`config.mk`:
```
export PLATFORM = sky130hd
export DESIGN_NAME = por_wdog_supervisor
export DESIGN_NICKNAME = d
export VERILOG_FILES = /design/src/rtl/rsup_pkg.sv /design/src/rtl/rsup_sync2.sv /design/src/rtl/rsup_svc_qual.sv /design/src/rtl/rsup_supply_hyst.sv /design/src/rtl/por_wdog_supervisor.sv
export SDC_FILE = /design/constraint.sdc
export NUM_CORES = 1
export LEC_CHECK = 0
export CORE_MARGIN = 2
export CORE_UTILIZATION = 45
export CTS_BUF_LIST = sky130_fd_sc_hd__clkbuf_4 sky130_fd_sc_hd__clkbuf_8 sky130_fd_sc_hd__clkbuf_16
export DETAILED_ROUTE_END_ITERATION = 10
export PLACE_DENSITY = 0.69
export SLEW_MARGIN = 0
export SYNTH_ARGS = -nofsm -noshare
export SYNTH_HDL_FRONTEND = slang
export SYNTH_HIERARCHICAL = 1
export SYNTH_SLANG_ARGS = --single-unit
```
`constraint.sdc`:
```
create_clock -name clk -period 2.1 [get_ports clk]
set_input_delay 0.42 -clock clk [delete_from_list [all_inputs] [get_ports clk]]
set_output_delay 0.42 -clock clk [all_outputs]
set_load 0.05 [all_outputs]
```
`src/rtl/rsup_pkg.sv`:
```
package rsup_pkg;

    typedef enum logic [2:0] {
        ST_SUPPLY_LOST = 3'd0,
        ST_POR_DELAY   = 3'd1,
        ST_WATCH       = 3'd2,
        ST_PULSE_LO    = 3'd3,
        ST_PULSE_HI    = 3'd4
    } sup_state_e;

    // Reset output level associated with a state.
    function automatic logic state_releases(sup_state_e s);
        return (s == ST_WATCH) || (s == ST_PULSE_HI);
    endfunction

endpackage

```
`src/rtl/rsup_sync2.sv`:
```
module rsup_sync2 #(
    parameter logic RESET_VAL = 1'b1
) (
    input  logic clk,
    input  logic rst_n,
    input  logic d_async,
    output logic q_sync
);

    logic stage1;

    always_ff @(posedge clk or negedge rst_n) begin
        if (!rst_n) begin
            stage1 <= RESET_VAL;
            q_sync <= RESET_VAL;
        end else begin
            stage1 <= d_async;
            q_sync <= stage1;
        end
    end

endmodule

```
`src/rtl/rsup_svc_qual.sv`:
```
// Turns a synchronized service level into a single-cycle event once the
// level has been low for MIN_LOW consecutive samples.
module rsup_svc_qual #(
    parameter int MIN_LOW = 16
) (
    input  logic clk,
    input  logic rst_n,
    input  logic svc_s,
    output logic svc_evt
);

    localparam int LW = $clog2(MIN_LOW + 1);
    localparam logic [LW-1:0] RUN_FULL = LW'(MIN_LOW);
    localparam logic [LW-1:0] RUN_LAST = LW'(MIN_LOW - 1);

    logic [LW-1:0] low_run;

    always_ff @(posedge clk or negedge rst_n) begin
        if (!rst_n) begin
            low_run <= '0;
        end else if (svc_s) begin
            low_run <= '0;
        end else if (low_run != RUN_FULL) begin
            low_run <= low_run + LW'(1);
        end
    end

    assign svc_evt = !svc_s && (low_run == RUN_LAST);

    // one event per low run
    p_single_event_r5: assert property (@(posedge clk) disable iff (!rst_n)
        svc_evt |=> !svc_evt);

    // a high level never yields an event
    p_high_no_event_r6: assert property (@(posedge clk) disable iff (!rst_n)
        svc_s |-> !svc_evt);

endmodule

```
`src/rtl/rsup_supply_hyst.sv`:
```
module rsup_supply_hyst (
    input  logic clk,
    input  logic rst_n,
    input  logic below_lo,
    input  logic above_hi,
    output logic supply_ok
);

    always_ff @(posedge clk or negedge rst_n) begin
        if (!rst_n) begin
            supply_ok <= 1'b0;
        end else if (below_lo) begin
            supply_ok <= 1'b0;
        end else if (above_hi) begin
            supply_ok <= 1'b1;
        end
    end

    // inside the hysteresis band the condition is kept
    p_band_hold_r2: assert property (@(posedge clk) disable iff (!rst_n)
        (!below_lo && !above_hi) |=> $stable(supply_ok));

    // below-low wins over above-high
    p_low_wins_r2: assert property (@(posedge clk) disable iff (!rst_n)
        below_lo |=> !supply_ok);

endmodule

```
`src/rtl/por_wdog_supervisor.sv`:
```
module por_wdog_supervisor #(
    parameter int TBASE_CYCLES = 100000,
    parameter int POR_CYCLES   = TBASE_CYCLES,
    parameter int WD_CYCLES    = TBASE_CYCLES,
    parameter int MIN_LOW      = 16
) (
    input  logic clk,
    input  logic rst_n,
    input  logic sup_below_lo,
    input  logic sup_above_hi,
    input  logic wdog_in,
    output logic sys_rst_n
);
    import rsup_pkg::*;

    localparam int CNT_MAX = (POR_CYCLES > WD_CYCLES) ? POR_CYCLES : WD_CYCLES;
    localparam int CNT_W   = $clog2(CNT_MAX + 1);
    localparam logic [CNT_W-1:0] POR_LAST = CNT_W'(POR_CYCLES - 1);
    localparam logic [CNT_W-1:0] WD_LAST  = CNT_W'(WD_CYCLES - 1);

    logic             svc_s;
    logic             svc_evt;
    logic             supply_ok;
    sup_state_e       state, state_nxt;
    logic [CNT_W-1:0] cnt, cnt_nxt;
    logic             win_restart;

    rsup_sync2 #(.RESET_VAL(1'b1)) u_sync (
        .clk     (clk),
        .rst_n   (rst_n),
        .d_async (wdog_in),
        .q_sync  (svc_s)
    );

    rsup_svc_qual #(.MIN_LOW(MIN_LOW)) u_qual (
        .clk     (clk),
        .rst_n   (rst_n),
        .svc_s   (svc_s),
        .svc_evt (svc_evt)
    );

    rsup_supply_hyst u_hyst (
        .clk       (clk),
        .rst_n     (rst_n),
        .below_lo  (sup_below_lo),
        .above_hi  (sup_above_hi),
        .supply_ok (supply_ok)
    );

    // Next-state and counter decision
    always_comb begin
        state_nxt   = state;
        win_restart = 1'b0;
        if (!supply_ok) begin
            state_nxt = ST_SUPPLY_LOST;
        end else begin
            unique case (state)
                ST_SUPPLY_LOST: state_nxt = ST_POR_DELAY;
                ST_POR_DELAY: begin
                    if (cnt == POR_LAST) state_nxt = ST_WATCH;
                end
                ST_WATCH: begin
                    if (svc_evt)              win_restart = 1'b1;
                    else if (cnt == WD_LAST)  state_nxt   = ST_PULSE_LO;
                end
                ST_PULSE_LO: begin
                    if (svc_evt)              state_nxt = ST_WATCH;
                    else if (cnt == WD_LAST)  state_nxt = ST_PULSE_HI;
                end
                ST_PULSE_HI: begin
                    if (svc_evt)              state_nxt = ST_WATCH;
                    else if (cnt == WD_LAST)  state_nxt = ST_PULSE_LO;
                end
                default: state_nxt = ST_SUPPLY_LOST;
            endcase
        end

        if ((state_nxt != state) || win_restart || (state == ST_SUPPLY_LOST))
            cnt_nxt = '0;
        else
            cnt_nxt = cnt + CNT_W'(1);
    end

    // State register
    always_ff @(posedge clk or negedge rst_n) begin
        if (!rst_n) begin
            state <= ST_SUPPLY_LOST;
            cnt   <= '0;
        end else begin
            state <= state_nxt;
            cnt   <= cnt_nxt;
        end
    end

    // Output register
    always_ff @(posedge clk or negedge rst_n) begin
        if (!rst_n) sys_rst_n <= 1'b0;
        else        sys_rst_n <= state_releases(state_nxt);
    end

    // loss of supply forces reset on the next edge
    p_loss_forces_low_r4: assert property (@(posedge clk) disable iff (!rst_n)
        !supply_ok |=> !sys_rst_n);

    // no release while the power-on delay is still counting
    p_por_holds_low_r10: assert property (@(posedge clk) disable iff (!rst_n)
        (state == ST_POR_DELAY && cnt != POR_LAST) |=> !sys_rst_n);

    // an unserviced window ends with reset low
    p_window_expiry_r7: assert property (@(posedge clk) disable iff (!rst_n)
        (state == ST_WATCH && supply_ok && !svc_evt && cnt == WD_LAST) |=> !sys_rst_n);

    // high half of the wave ends with reset low
    p_wave_hi_expiry_r8: assert property (@(posedge clk) disable iff (!rst_n)
        (state == ST_PULSE_HI && supply_ok && !svc_evt && cnt == WD_LAST) |=> !sys_rst_n);

    // a service event during the wave releases reset
    p_wave_stop_r9: assert property (@(posedge clk) disable iff (!rst_n)
        ((state == ST_PULSE_LO || state == ST_PULSE_HI) && supply_ok && svc_evt)
        |=> (sys_rst_n && state == ST_WATCH));

    // Counter stays inside the longest interval
    p_cnt_bound_r7: assert property (@(posedge clk) disable iff (!rst_n)
        cnt < CNT_W'(CNT_MAX));

endmodule

```
==> results of run 1 <==
[metal layers]
layer / vias to the layer above / part of all wire (%) / routed length, um / global-route usage (%)
met4: 0 / 2.3 / 73 / 8.15
met3: 7 / 3.0 / 93 / 4.75
met1: 583 / 46 / 1420 / 20.2
li1: 578 / - / - / -
met5: - / 0 / 0 / 0
met2: 14 / 49 / 1530 / 25.8
[layout by cell type, fill, tap and decap left out, types with 3 or more instances in the layout]
cell type / instances
a21oi_2: 3
and4_1: 4
buf_4: 9
clkbuf_4: 8
clkdlybuf4s50_1: 5
dfrtp_1: 27
inv_1: 6
nand2b_1: 4
nand3_1: 10
nand4_1: 7
nor2_1: 4
nor2_2: 8
nor2_4: 7
nor2b_1: 4
nor3_1: 3
o21ai_0: 3
or3_1: 4
xnor2_1: 4
xor2_1: 10
[power breakdown]
part | internal [uW] | switching [uW] | leakage, uW
combinational | 45.8 | 40.9 | 0.000380
sequential | 570 | 16.5 | 0.000392
clock | 172 | 189 | 0.0000368
[state kept, by name, indices dropped and copies added (netlist names)]
signal            count
cnt                  17
u_hyst/supply_ok      1
u_sync/q_sync         1
u_qual/low_run        5
state                 3
sys_rst_n             1
u_sync/stage1         1
[stage by stage]
stage | util, % | setup slack, ps
after CTS | 53.4 | 20.9
after global placement | 51.6 | 94.2
final | 58.4 | 6.70
after detailed placement | 51.6 | 39.6
after global routing | 58.4 | -91.6
after floorplan | - | -51.0
[Yosys cell counts (2+ instances only)]
master,n,area share (%)
and3_1,2,0.77
nand2b_1,4,1.5
nor2b_1,5,1.9
nor2_1,19,4.4
inv_1,6,1.4
o21ai_0,3,0.93
nand3_1,10,3.1
buf_2,3,0.93
buf_6,3,2.1
and4bb_2,2,1.5
xnor2_1,4,2.2
buf_4,2,0.93
and4_1,4,2.2
dfstp_2,2,3.2
nand4_1,7,2.7
nand2_1,2,0.46
a21oi_1,5,1.5
mux2_4,2,1.9
xor2_1,10,5.4
ha_1,4,3.1
dfrtp_1,27,42
or3_1,4,1.5
nor3_1,3,0.93
[timing repair]
action | 4_1_cts | 5_1_grt
hold endpoints to repair | 0 | 0
setup endpoints to repair | 0 | 17
resized for setup | 0 | 27
buffers inserted | 0 | 3
[critical path: stages (launching register included)]
cell	delay, ps
dfrtp_1	400
ha_2	200
and3_4	170
ha_4	140
nor2b_4	120
or3b_1	360
a21oi_2	190
o211ai_4	150
clkbuf_16	200
a21oi_2	100
[worst paths after layout]
path / startpoint / endpoint
max in group asynchronous: rst_n / u_sync/q_sync
setup reg to reg: u_qual/low_run[0] / cnt[15]
min in group asynchronous: rst_n / state[1]
hold reg to reg: u_sync/stage1 / u_sync/q_sync
setup / recovery: u_qual/low_run[0] / cnt[15]
hold / removal: u_sync/stage1 / u_sync/q_sync
[cell type report]
class / instances / area (um2) / area share [%]
Timing Repair Buffer: 17 / 188 / 9.49
Sequential cell: 29 / 728 / 36.8
Tap cell: 46 / 57.6 / 2.91
Clock buffer: 8 / 60.1 / 3.04
Inverter: 6 / 22.5 / 1.14
Multi-Input combinational cell: 111 / 922 / 46.6
[cells by family (layout without fill, tap and decap cells)]
family                     count (synthesis)  in the layout  synth area share, %
and+or+nand+nor                           74             74                 29.4
adders and majority gates                  4              4                 3.09
AOI/OAI and AO/OA                         15             15                 6.42
buffers and inverters                     14             31                 5.34
xor gates and xnor gates                  14             14                 7.58
muxes                                      4              4                 3.17
DFF                                       29             29                 45.0
==> impl_metrics.yaml, run 1 <==
die:
  die_area_mm2: 0.00409
  initial_core_util_pct: 47.7
  die_width_um: 64.0
  rows: 21
  io_pins: 6
  die_h_um: 64.0
  design.core.area_mm2: 0.00339
final_layout:
  fin_area_mm2: 0.00198
  n_fill_cell: 278
  drive_above_1_share_pct: 32.2
  nets: 179
  antenna_cells: 0
  fin_cells: 217
  syn2layout_area_growth_pct: 22.3
global_routing:
  gr-usage-all-layers_pct: 16.3
  grt_pass1_vias: 1159
  grt_antenna_before_repair: 0
  grt_start_max_net_pins: 30
  grt_first_pass_wirelength_um: 5130
  grt_overflow_total: 0
timing:
  fin_skew_ps: 7.43
  slew_violations: 0
  tightest_slew_ps: 485
  rsz0062_at_grt: "yes"
  finalSetupViolCount: 0
  hold_viol: 0
  period_minus_slack_ps: 2090
  period_share_pct: 99.7
  setup_tns_ps: 0
  timing.hold.ws_ps: 364
  slew_headroom_pct: 67.6
  clock.fmax_mhz: 478
worst_setup_path:
  cp_max_fo: 4
  start_kind: "flip-flop"
  crit_path_end_kind: "flip-flop"
  reg2reg_depth: 9
  cp.required_ps: 2360
  r2r_slack_ps: 7
  crit_type: "reg -> reg"
  worstPathArrival_ps: 2360
yosys:
  synth_enable_flop_cells: 0
  synthFlopType: "dfrtp_1"
  synthCells: 154
  synthDistinctLibCells: 44
  synth_fp_nets: 163
  synth_warnings: 6
  async_flop_share_pct: 100
  avgSynthCellArea_um2: 10.5
  synth.cell_area_mm2: 0.00162
  synth_seq_cells: 29
  ys_seq_area_share_pct: 45.0
drt:
  first_pass_iters: 4
  detail_route.wirelength_um: 3110
  drc: 0
  via_per_inst: 5.45
  via_count: 1182
  wl_per_cell_um: 14.4
  antenna_left: 0
  drt_iter0_markers: 52
clock_network:
  htreeDepth: 2
  clkSinkCount: 29
  cts_buffer_depth: 2
  cts-root-buf: "clkbuf_4"
  clk_pin_slew_ps: 90
  hold_buffers: 0
  clk_latency_ps: 330
  numCtsBuffers: 5
  cts_tree: "built"
power:
  leakagePower_uw: 0.000809
  ir_drop_v: 0.000336
  power_density_mw_per_mm2: 522
  finalPower_uw: 1030
outcome:
  status: "finished clean"
worst_hold_path:
  worstHoldPathCells: 0
  holdCritPathClass: "reg -> reg"
placed_design:
  dp_cells: 204
  place_area_mm2: 0.00175
  portBuffers: 5
  dp_hpwl_um: 1900
  gp_congestion: 0.791
flow_run:
  drv_cap: 0
No activity file was read; power rests on OpenSTA's default activity.
==> run 2: changes to the inputs <==
--- a/config.mk
+++ b/config.mk
@@ -5,6 +5,7 @@
 export SDC_FILE = /design/constraint.sdc
 export NUM_CORES = 1
 export LEC_CHECK = 0
+export CAP_MARGIN = 10
 export CORE_MARGIN = 2
 export CORE_UTILIZATION = 45
 export CTS_BUF_LIST = sky130_fd_sc_hd__clkbuf_4 sky130_fd_sc_hd__clkbuf_8 sky130_fd_sc_hd__clkbuf_16
==> results of run 2 <==
Same layout as run 1: the final DEF is identical, and so are final timing and power.
